==> config.mk <==
export PLATFORM = sky130hd
export DESIGN_NAME = lcd_byte_writer
export DESIGN_NICKNAME = d
export VERILOG_FILES = /design/src/rtl/lcd_wr_pkg.sv /design/src/rtl/lcd_init_table.sv /design/src/rtl/lcd_wait_timer.sv /design/src/rtl/lcd_nibble_tx.sv /design/src/rtl/lcd_byte_writer.sv
export SDC_FILE = /design/constraint.sdc
export NUM_CORES = 1
export LEC_CHECK = 0
export BUFFER_PORTS_ARGS = -buffer_cell sky130_fd_sc_hd__buf_2
export CORE_UTILIZATION = 61
export CTS_CLUSTER_DIAMETER = 100
export CTS_CLUSTER_SIZE = 10
export DETAILED_ROUTE_END_ITERATION = 6
export GPL_TIMING_DRIVEN = 0
export PLACE_DENSITY_LB_ADDON = 0.15
export REMOVE_ABC_BUFFERS = 1
export SLEW_MARGIN = 25
export SYNTH_ARGS = -nofsm -noshare
export SYNTH_HDL_FRONTEND = slang
export SYNTH_HIERARCHICAL = 1
export SYNTH_SLANG_ARGS = --single-unit
==> constraint.sdc <==
create_clock -name clk -period 3.1 [get_ports clk]
set_clock_uncertainty 0.15 [all_clocks]
set_input_delay 0.465 -clock clk [delete_from_list [all_inputs] [get_ports clk]]
set_output_delay 0.465 -clock clk [all_outputs]
set_load 0.1 [all_outputs]
==> src/rtl/lcd_wr_pkg.sv <==
package lcd_wr_pkg;

   localparam int INIT_STEPS = 8;
   localparam int INIT_IDX_W = $clog2(INIT_STEPS);

   typedef enum logic [1:0] {
      WSEL_LONG  = 2'd0,
      WSEL_SHORT = 2'd1,
      WSEL_CMD   = 2'd2
   } wait_sel_t;

   typedef struct packed {
      logic      nib_only;
      logic [7:0] code;
      wait_sel_t  wsel;
   } init_step_t;

   typedef enum logic [2:0] {
      SEQ_POR    = 3'd0,
      SEQ_IDLE   = 3'd1,
      SEQ_HI_GO  = 3'd2,
      SEQ_HI_WT  = 3'd3,
      SEQ_LO_GO  = 3'd4,
      SEQ_LO_WT  = 3'd5,
      SEQ_WAIT   = 3'd6
   } seq_state_t;

   typedef enum logic [1:0] {
      PH_IDLE  = 2'd0,
      PH_SETUP = 2'd1,
      PH_PULSE = 2'd2,
      PH_HOLD  = 2'd3
   } tx_phase_t;

endpackage

==> src/rtl/lcd_init_table.sv <==
module lcd_init_table
   import lcd_wr_pkg::*;
#(
   parameter int TWO_LINE = 1
) (
   input  logic [INIT_IDX_W-1:0] idx,
   output init_step_t            entry
);

   logic [7:0] fset_code;

   generate
      if (TWO_LINE != 0) begin : g_two_line
         assign fset_code = 8'h28;
      end else begin : g_one_line
         assign fset_code = 8'h20;
      end
   endgenerate

   always_comb begin
      case (idx)
         3'd0:    entry = '{nib_only: 1'b1, code: 8'h30, wsel: WSEL_LONG};
         3'd1:    entry = '{nib_only: 1'b1, code: 8'h30, wsel: WSEL_SHORT};
         3'd2:    entry = '{nib_only: 1'b1, code: 8'h30, wsel: WSEL_SHORT};
         3'd3:    entry = '{nib_only: 1'b1, code: 8'h20, wsel: WSEL_SHORT};
         3'd4:    entry = '{nib_only: 1'b0, code: fset_code, wsel: WSEL_CMD};
         3'd5:    entry = '{nib_only: 1'b0, code: 8'h0C, wsel: WSEL_CMD};
         3'd6:    entry = '{nib_only: 1'b0, code: 8'h01, wsel: WSEL_CMD};
         default: entry = '{nib_only: 1'b0, code: 8'h06, wsel: WSEL_CMD};
      endcase
   end

endmodule

==> src/rtl/lcd_wait_timer.sv <==
module lcd_wait_timer #(
   parameter int W         = 8,
   parameter int RESET_VAL = 0
) (
   input  logic         clk,
   input  logic         rst_n,
   input  logic         load,
   input  logic [W-1:0] load_val,
   output logic         zero
);

   logic [W-1:0] cnt_q;

   always_ff @(posedge clk or negedge rst_n) begin
      if (!rst_n) begin
         cnt_q <= W'(RESET_VAL);
      end else if (load) begin
         cnt_q <= load_val;
      end else if (cnt_q != '0) begin
         cnt_q <= cnt_q - 1'b1;
      end
   end

   assign zero = (cnt_q == '0);

endmodule

==> src/rtl/lcd_nibble_tx.sv <==
module lcd_nibble_tx
   import lcd_wr_pkg::*;
#(
   parameter int SETUP_CYC = 2,
   parameter int PULSE_CYC = 24,
   parameter int HOLD_CYC  = 2
) (
   input  logic       clk,
   input  logic       rst_n,
   input  logic       start,
   input  logic [3:0] nib,
   input  logic       rs,
   output logic [3:0] db_o,
   output logic       rs_o,
   output logic       en_o,
   output logic       done
);

   localparam int MAX_PH = (SETUP_CYC > PULSE_CYC) ?
                           ((SETUP_CYC > HOLD_CYC) ? SETUP_CYC : HOLD_CYC) :
                           ((PULSE_CYC > HOLD_CYC) ? PULSE_CYC : HOLD_CYC);
   localparam int CW = (MAX_PH < 2) ? 1 : $clog2(MAX_PH);

   generate
      if (SETUP_CYC < 2) begin : g_bad_setup
         $error("SETUP_CYC must be at least 2");
      end
      if (PULSE_CYC < 1 || HOLD_CYC < 1) begin : g_bad_pulse
         $error("PULSE_CYC and HOLD_CYC must be at least 1");
      end
   endgenerate

   tx_phase_t     ph_q;
   logic [CW-1:0] cnt_q;

   always_ff @(posedge clk or negedge rst_n) begin
      if (!rst_n) begin
         ph_q  <= PH_IDLE;
         cnt_q <= '0;
         db_o  <= '0;
         rs_o  <= 1'b0;
         en_o  <= 1'b0;
         done  <= 1'b0;
      end else begin
         done <= 1'b0;
         case (ph_q)
            PH_IDLE: begin
               if (start) begin
                  db_o  <= nib;
                  rs_o  <= rs;
                  cnt_q <= CW'(SETUP_CYC - 1);
                  ph_q  <= PH_SETUP;
               end
            end
            PH_SETUP: begin
               if (cnt_q == '0) begin
                  en_o  <= 1'b1;
                  cnt_q <= CW'(PULSE_CYC - 1);
                  ph_q  <= PH_PULSE;
               end else begin
                  cnt_q <= cnt_q - 1'b1;
               end
            end
            PH_PULSE: begin
               if (cnt_q == '0) begin
                  en_o  <= 1'b0;
                  cnt_q <= CW'(HOLD_CYC - 1);
                  ph_q  <= PH_HOLD;
               end else begin
                  cnt_q <= cnt_q - 1'b1;
               end
            end
            default: begin
               if (cnt_q == '0) begin
                  done <= 1'b1;
                  ph_q <= PH_IDLE;
               end else begin
                  cnt_q <= cnt_q - 1'b1;
               end
            end
         endcase
      end
   end

   // checker support: cycles since the bus was last loaded, saturating
   logic [1:0] age_q;
   always_ff @(posedge clk or negedge rst_n) begin
      if (!rst_n)                   age_q <= 2'd3;
      else if (start && ph_q == PH_IDLE) age_q <= 2'd0;
      else if (age_q != 2'd3)       age_q <= age_q + 2'd1;
   end

   assert_setup_before_en_R6: assert property (@(posedge clk) disable iff (!rst_n)
      $rose(en_o) |-> (age_q >= 2'd2))
      else $error("enable rose with less than two cycles of setup");

   assert_bus_stable_en_R6: assert property (@(posedge clk) disable iff (!rst_n)
      (en_o && $past(en_o)) |-> ($stable(db_o) && $stable(rs_o)))
      else $error("bus changed while enable high");

endmodule

==> src/rtl/lcd_byte_writer.sv <==
module lcd_byte_writer
   import lcd_wr_pkg::*;
#(
   parameter int SETUP_CYC  = 2,
   parameter int PULSE_CYC  = 24,
   parameter int HOLD_CYC   = 2,
   parameter int POR_WAIT   = 1_500_000,
   parameter int INIT_LONG  = 410_000,
   parameter int INIT_SHORT = 10_000,
   parameter int SETTLE_CYC = 160_000,
   parameter int TWO_LINE   = 1
) (
   input  logic       clk,
   input  logic       rst_n,
   input  logic [7:0] wr_data,
   input  logic       wr_rs,
   input  logic       wr_strobe,
   output logic       busy,
   output logic [3:0] lcd_db,
   output logic       lcd_en,
   output logic       lcd_rs,
   output logic       lcd_rw
);

   localparam int MAX_A   = (POR_WAIT > INIT_LONG) ? POR_WAIT : INIT_LONG;
   localparam int MAX_B   = (INIT_SHORT > SETTLE_CYC) ? INIT_SHORT : SETTLE_CYC;
   localparam int MAX_W   = (MAX_A > MAX_B) ? MAX_A : MAX_B;
   localparam int TW      = $clog2(MAX_W + 1);

   generate
      if (INIT_LONG < 1 || INIT_SHORT < 1 || SETTLE_CYC < 1) begin : g_bad_wait
         $error("wait parameters must be at least 1");
      end
   endgenerate

   seq_state_t            state_q;
   logic [INIT_IDX_W-1:0] step_q;
   logic                  init_done_q;
   logic [7:0]            cur_code_q;
   logic                  cur_rs_q;
   logic                  cur_nib_q;
   wait_sel_t             cur_wsel_q;
   logic                  pend_v_q;
   logic [7:0]            pend_code_q;
   logic                  pend_rs_q;

   logic [INIT_IDX_W-1:0] tbl_idx;
   init_step_t            tbl_entry;
   logic                  step_last;
   logic                  tx_start, tx_done;
   logic [3:0]            tx_nib;
   logic                  tmr_load, tmr_zero;
   logic [TW-1:0]         tmr_val;

   assign tbl_idx   = (state_q == SEQ_WAIT) ? step_q + 1'b1 : step_q;
   assign step_last = (step_q == INIT_IDX_W'(INIT_STEPS - 1));

   lcd_init_table #(.TWO_LINE(TWO_LINE)) init_tbl_i (
      .idx   (tbl_idx),
      .entry (tbl_entry)
   );

   assign tx_start = (state_q == SEQ_HI_GO) || (state_q == SEQ_LO_GO);
   assign tx_nib   = (state_q == SEQ_HI_GO) ? cur_code_q[7:4] : cur_code_q[3:0];

   lcd_nibble_tx #(
      .SETUP_CYC (SETUP_CYC),
      .PULSE_CYC (PULSE_CYC),
      .HOLD_CYC  (HOLD_CYC)
   ) nib_tx_i (
      .clk   (clk),
      .rst_n (rst_n),
      .start (tx_start),
      .nib   (tx_nib),
      .rs    (cur_rs_q),
      .db_o  (lcd_db),
      .rs_o  (lcd_rs),
      .en_o  (lcd_en),
      .done  (tx_done)
   );

   assign tmr_load = tx_done &&
                     (((state_q == SEQ_HI_WT) && cur_nib_q) || (state_q == SEQ_LO_WT));

   always_comb begin
      case (cur_wsel_q)
         WSEL_LONG:  tmr_val = TW'(INIT_LONG);
         WSEL_SHORT: tmr_val = TW'(INIT_SHORT);
         default:    tmr_val = TW'(SETTLE_CYC);
      endcase
   end

   lcd_wait_timer #(.W(TW), .RESET_VAL(POR_WAIT)) wait_tmr_i (
      .clk      (clk),
      .rst_n    (rst_n),
      .load     (tmr_load),
      .load_val (tmr_val),
      .zero     (tmr_zero)
   );

   always_ff @(posedge clk or negedge rst_n) begin
      if (!rst_n) begin
         state_q     <= SEQ_POR;
         step_q      <= '0;
         init_done_q <= 1'b0;
         cur_code_q  <= '0;
         cur_rs_q    <= 1'b0;
         cur_nib_q   <= 1'b0;
         cur_wsel_q  <= WSEL_CMD;
         pend_v_q    <= 1'b0;
         pend_code_q <= '0;
         pend_rs_q   <= 1'b0;
      end else begin
         if (wr_strobe && state_q != SEQ_IDLE && !pend_v_q) begin
            pend_v_q    <= 1'b1;
            pend_code_q <= wr_data;
            pend_rs_q   <= wr_rs;
         end
         case (state_q)
            SEQ_POR: begin
               if (tmr_zero) begin
                  cur_code_q <= tbl_entry.code;
                  cur_rs_q   <= 1'b0;
                  cur_nib_q  <= tbl_entry.nib_only;
                  cur_wsel_q <= tbl_entry.wsel;
                  state_q    <= SEQ_HI_GO;
               end
            end
            SEQ_IDLE: begin
               if (pend_v_q) begin
                  cur_code_q <= pend_code_q;
                  cur_rs_q   <= pend_rs_q;
                  cur_nib_q  <= 1'b0;
                  cur_wsel_q <= WSEL_CMD;
                  pend_v_q   <= 1'b0;
                  state_q    <= SEQ_HI_GO;
               end else if (wr_strobe) begin
                  cur_code_q <= wr_data;
                  cur_rs_q   <= wr_rs;
                  cur_nib_q  <= 1'b0;
                  cur_wsel_q <= WSEL_CMD;
                  state_q    <= SEQ_HI_GO;
               end
            end
            SEQ_HI_GO: state_q <= SEQ_HI_WT;
            SEQ_HI_WT: begin
               if (tx_done) state_q <= cur_nib_q ? SEQ_WAIT : SEQ_LO_GO;
            end
            SEQ_LO_GO: state_q <= SEQ_LO_WT;
            SEQ_LO_WT: begin
               if (tx_done) state_q <= SEQ_WAIT;
            end
            default: begin
               if (tmr_zero) begin
                  if (!init_done_q && !step_last) begin
                     step_q     <= step_q + 1'b1;
                     cur_code_q <= tbl_entry.code;
                     cur_rs_q   <= 1'b0;
                     cur_nib_q  <= tbl_entry.nib_only;
                     cur_wsel_q <= tbl_entry.wsel;
                     state_q    <= SEQ_HI_GO;
                  end else begin
                     init_done_q <= 1'b1;
                     if (pend_v_q) begin
                        cur_code_q <= pend_code_q;
                        cur_rs_q   <= pend_rs_q;
                        cur_nib_q  <= 1'b0;
                        cur_wsel_q <= WSEL_CMD;
                        pend_v_q   <= 1'b0;
                        state_q    <= SEQ_HI_GO;
                     end else begin
                        state_q <= SEQ_IDLE;
                     end
                  end
               end
            end
         endcase
      end
   end

   assign busy   = (state_q != SEQ_IDLE) || pend_v_q;
   assign lcd_rw = 1'b0;

   assert_busy_after_strobe_R3: assert property (@(posedge clk) disable iff (!rst_n)
      (wr_strobe && !busy) |=> busy)
      else $error("busy did not rise after accepted strobe");

   assert_en_only_busy_R3: assert property (@(posedge clk) disable iff (!rst_n)
      lcd_en |-> busy)
      else $error("enable pulsed while idle");

   assert_busy_in_init_R1: assert property (@(posedge clk) disable iff (!rst_n)
      !init_done_q |-> busy)
      else $error("busy low before initialisation completed");

endmodule

# == Word-level counts from Yosys, hierarchy flattened ==
# Index checks and enable logic that the tools add are counted.
# word_totals
reg_bits,64
out_inout_bits,8
inputBits,12
elab_cells,149
# op_classes
add_sub_neg,3
mux,64
bitwise,3
reduce_logical,37
eq_ne,25
# op_table
op,count
11-bit case mux with 6 select lines,1
8-bit two-way mux,6
21-bit two-way mux,2
19-bit case mux with 2 select lines,1
2-bit two-way mux,13
8-bit case mux with 3 select lines,1
3-bit == test (second input constant),7
21-bit zero test,1
3-bit two-way mux,7
21-bit nonzero test,1
21-bit by 1-bit subtractor with 21-bit output (second input constant),1
1-bit two-way mux,20
5-bit two-way mux,4
3-bit case mux with 6 select lines,1
5-bit case mux with 3 select lines,1
3-bit by 2-bit == test with 1-bit output (second input constant),4
2-bit case mux with 3 select lines,2
2-bit by 1-bit inequality test with 1-bit output (second input constant),5
5-bit AND reduction,2
3-bit AND reduction,3
2-bit nonzero test,4
3-bit by 1-bit == test with 1-bit output (second input constant),2
3-bit zero test,2
1-bit case mux with 3 select lines,2
other kinds (25),39

# == Logic depth before layout (Yosys ltp) ==
# logic_depth
word_depth,8
depth_mapped,10
depth_no_buf,8

# == Cells and area by module ==
# The synthesis kept the hierarchy.
# by_module_without_submodules
module,n_inst,seq_area_each_um2,cells_per_inst,area_each_um2
lcd_byte_writer,1,726.9,162,1682.9
lcd_wait_timer,1,538.0,125,1224.9
lcd_nibble_tx,1,350.3,73,778.2
lcd_init_table,1,0.0,12,75.1

# == Worst setup path before layout ==
# OpenSTA, ideal clock, no wires.
# synth_timing
kind,register to register
startpoint,reg wait_tmr_i.cnt_q[16]
endpoint,reg cur_code_q[2]
path_slack_ps,365
path_stages_with_launch,10
setup_ps,92
path_buffers,2
arrival_time_ps,2493
required_ps,2858
period_less_slack_ps,2735
cell_sequence,dfrtp_1 or3_4 or4b_4 nor3_2 buf_6 and3_2 a21oi_2 or2_4 buf_12 o31ai_2
# synth_via
elab_chain_cells,3
word_cells_on_any_way,4
cone_classes,eq/ne: 1; reduce/logical: 3
# synth_lines
item,line_no,rtl
start: declaration,lcd_wait_timer.sv:12,logic [W-1:0] cnt_q;
start signal: assignment,lcd_wait_timer.sv:16,cnt_q <= W'(RESET_VAL);
start signal: assignment,lcd_wait_timer.sv:18,cnt_q <= load_val;
start signal: assignment,lcd_wait_timer.sv:20,cnt_q <= cnt_q - 1'b1;
21-bit zero test (*),lcd_wait_timer.sv:24,assign zero = (cnt_q == '0);
via tmr_zero,lcd_byte_writer.sv:52,"logic tmr_load, tmr_zero;"
2-bit inequality test (no source line) or 2-bit nonzero test (tied branches),-,
5-bit AND reduction (no source line) (*),-,
end signal: assignment,lcd_byte_writer.sv:122,cur_code_q <= tbl_entry.code;
end signal: assignment,lcd_byte_writer.sv:131,cur_code_q <= pend_code_q;
end signal: assignment,lcd_byte_writer.sv:138,cur_code_q <= wr_data;
end: declaration,lcd_byte_writer.sv:39,logic [7:0] cur_code_q;
# Mark *: on every way through the listed nets, which the timed path passes. The rest lies on a longest branch.
# A chain may end at the register's enable or synchronous reset.

# == Worst setup path in the final report ==
# layout_timing
startpoint,reg wait_tmr_i.cnt_q[16]
endpoint,reg cur_code_q[5]
# The elaborated chain is that of the path after synthesis.

==> run metrics <==
Total Wirelength 7410 µm; period utilisation layout 93.6%; nets 421; final hold violation count 0; area of the mapped netlist 3760 µm²; LEAKAGE 1.87 nW; io pins 20; Die Width 80.5 µm; H-tree depth 3; worst min path class input port to flip-flop; synth unique cells 67; first-pass GRT wire length 12600 µm; die height 80.5 µm; crit path capture type flip-flop; Seq/Total Area, Yosys a little over two fifths; flop2flop setup slack 0.20 ns; kind of critical path flip-flop to flip-flop; Register-to-Register Path Depth 7; Syn Area/Cell between 10 and 15 µm²; Slew headroom roughly 58%; DRT antenna net count 0; HPWL after detailed placement just over 5000 µm; commonest cells after routing, fill and taps aside dfrtp_1 (53), o21ai_0 (26), nor2_1 (23), mux2_2 (23); GRT Total Usage 25.5%; DR vias 2829; grt ovf 0; worst path arrival time around 3.0 ns; Slew Viols, Final 0; via-per-instance ratio just under 6; yosys warns 6; core area 5920 µm²; drt first pass iters 4; Syn Inst Count roughly 370; Remaining DRCs 0; clock latency on the worst-skew pair around 0.35 ns; layout cell share with drive strength beyond 1 24.8%; fillcell total 448; Die Area 6480 µm²; Sink Count 64; Critical Path Source Type flip-flop; RSZ-0062 raised after global routing false; fin util between 60 and 70%; number of max-cap violations 0; largest net degree at the start of global routing 51; most common cell after layout, fill and taps aside dfrtp_1; VDD IR max 0.000360 V; worst endpoint required time 3.21 ns; post-synthesis async set-or-reset flop share 100%; count of flip-flops with a built-in enable after synthesis 0; Max FO, Critical Path 13; initial antenna violation count 0; Initial Util a little under two thirds; initial DRC count 140; Main synth FF type dfrtp_1; Tmin final 2.90 ns; port bufs 18; DR WL/cell 15.5 µm; Register Area roughly 1600 µm²; PD cells 380 nW/µm²; status completed; flops & latches, synth 64; Layout area overhead 9.85%; deepest clock path buffer count 2; Post-Place Cell Area 3910 µm²; vias in the first global route 2682; worst setup margin 0.198 ns; final setup fails 0; antenna cells 0; hold depth 2; pre-CTS setup slack -0.351 ns; fmax 345 MHz; row cnt 28; CTS tree built; clock-pin transition on the worst setup and hold timing paths ~0.080 ns; routability congestion estimate just over 0.8; Inserted Clock Buffers 9; Clock Tree Root clkbuf_8; footprint of the multi-input gates 2000 µm²; fin area 4130 µm²; worst-margin pin slew 0.622 ns
==> worst max-delay path, stage by stage (launching register included) <==
cell and delay [ns]:
dfrtp_1 0.42, or3_4 0.42, or4b_4 0.52, nor3_4 0.27
and3_2 0.30, a21oi_2 0.11, or2_4 0.36, o31ai_2 0.27
==> cell usage after synthesis (5+ instances only) <==
cell type,n,share of area [%]
xor2_1,8,1.9
nand2b_1,5,0.83
nand3_1,7,0.93
inv_1,20,2.0
a22o_1,10,2.3
o31ai_2,6,2.0
mux2_2,23,6.9
ha_1,10,3.3
dfstp_2,11,7.7
a21oi_1,14,1.9
clkbuf_1,6,0.60
buf_4,5,1.0
nor3_1,8,1.1
o22ai_1,10,1.7
nor4_1,5,0.83
o21ai_0,26,3.5
nor2_1,23,2.3
nand2_1,20,2.0
dfrtp_1,53,35
a31oi_1,6,1.0
xnor2_1,8,1.9
o31ai_1,9,1.8
==> power by group <==
group / internal (mW) / switching (mW)
clock: 0.312 / 0.340
combinational: 0.0220 / 0.0333
sequential: 0.852 / 0.00883
==> state kept, by name, indices dropped and copies added (netlist names), 2 cells and up <==
signal	count
nib_tx_i/ph_q	2
cur_code_q	8
pend_code_q	8
state_q	3
nib_tx_i/db_o	4
wait_tmr_i/cnt_q	21
cur_wsel_q	2
nib_tx_i/cnt_q	5
step_q	3
==> worst paths after layout <==
path	end	start
worst min register to register	init_done_q	init_done_q
worst max-delay path	cur_code_q[5]	wait_tmr_i/cnt_q[16]
min in group asynchronous	wait_tmr_i/cnt_q[11]	rst_n
max in group asynchronous	wait_tmr_i/cnt_q[14]	rst_n
worst max register to register	cur_code_q[5]	wait_tmr_i/cnt_q[16]
worst min-delay path	pend_code_q[4]	wr_data[4]
==> cell families (layout without fill, tap and decap cells) <==
| family | after synthesis | in the layout | synth area share (%) |
|---|---|---|---|
| compound gates | 113 | 113 | 21.4 |
| simple gates | 101 | 101 | 15.2 |
| flops | 64 | 64 | 42.9 |
| buf+inv | 40 | 60 | 5.65 |
| mux | 25 | 25 | 7.45 |
| xor+xnor | 16 | 16 | 3.73 |
| fa+ha+maj | 10 | 10 | 3.33 |
| other cells | 3 | 15 | 0.299 |
==> per-layer routing <==
layer	part of all wire, %	track usage, %
met1	46	33.4
met2	49	41.4
met3	3.9	6.36
met4	1.0	8.04
met5	0	0
==> cell type report <==
cell class | count | area share (%)
clock buffer | 10 | 3.33
clock inverter | 6 | 1.09
inverter | 21 | 1.91
multi-input combinational | 280 | 48.4
sequential | 64 | 39.1
tap | 75 | 2.27
timing repair buffer | 23 | 3.88
==> metrics by stage <==
stage / hold slack (ns) / power, mW / setup TNS, ns / instances
4_1_cts: 0.199 / 1.59 / 0 / 479
2_1_floorplan: 0.0194 / 0.897 / -3.60 / 365
5_1_grt: 0.209 / 1.63 / 0 / 479
3_3_place_gp: 0.317 / 0.924 / -27.32 / 458
3_5_place_dp: 0.193 / 0.931 / -3.67 / 460
6_report: 0.210 / 1.57 / 0 / 479
==> repair_timing <==
action | 4_1_cts | 5_1_grt
setup buffers | 2 | 0
hold buffers | 1 | 0
hold endpoints to repair | 9 | 0
setup endpoints to repair | 15 | 0
resized for setup | 1 | 0
Power figures use the tool's default switching activity.
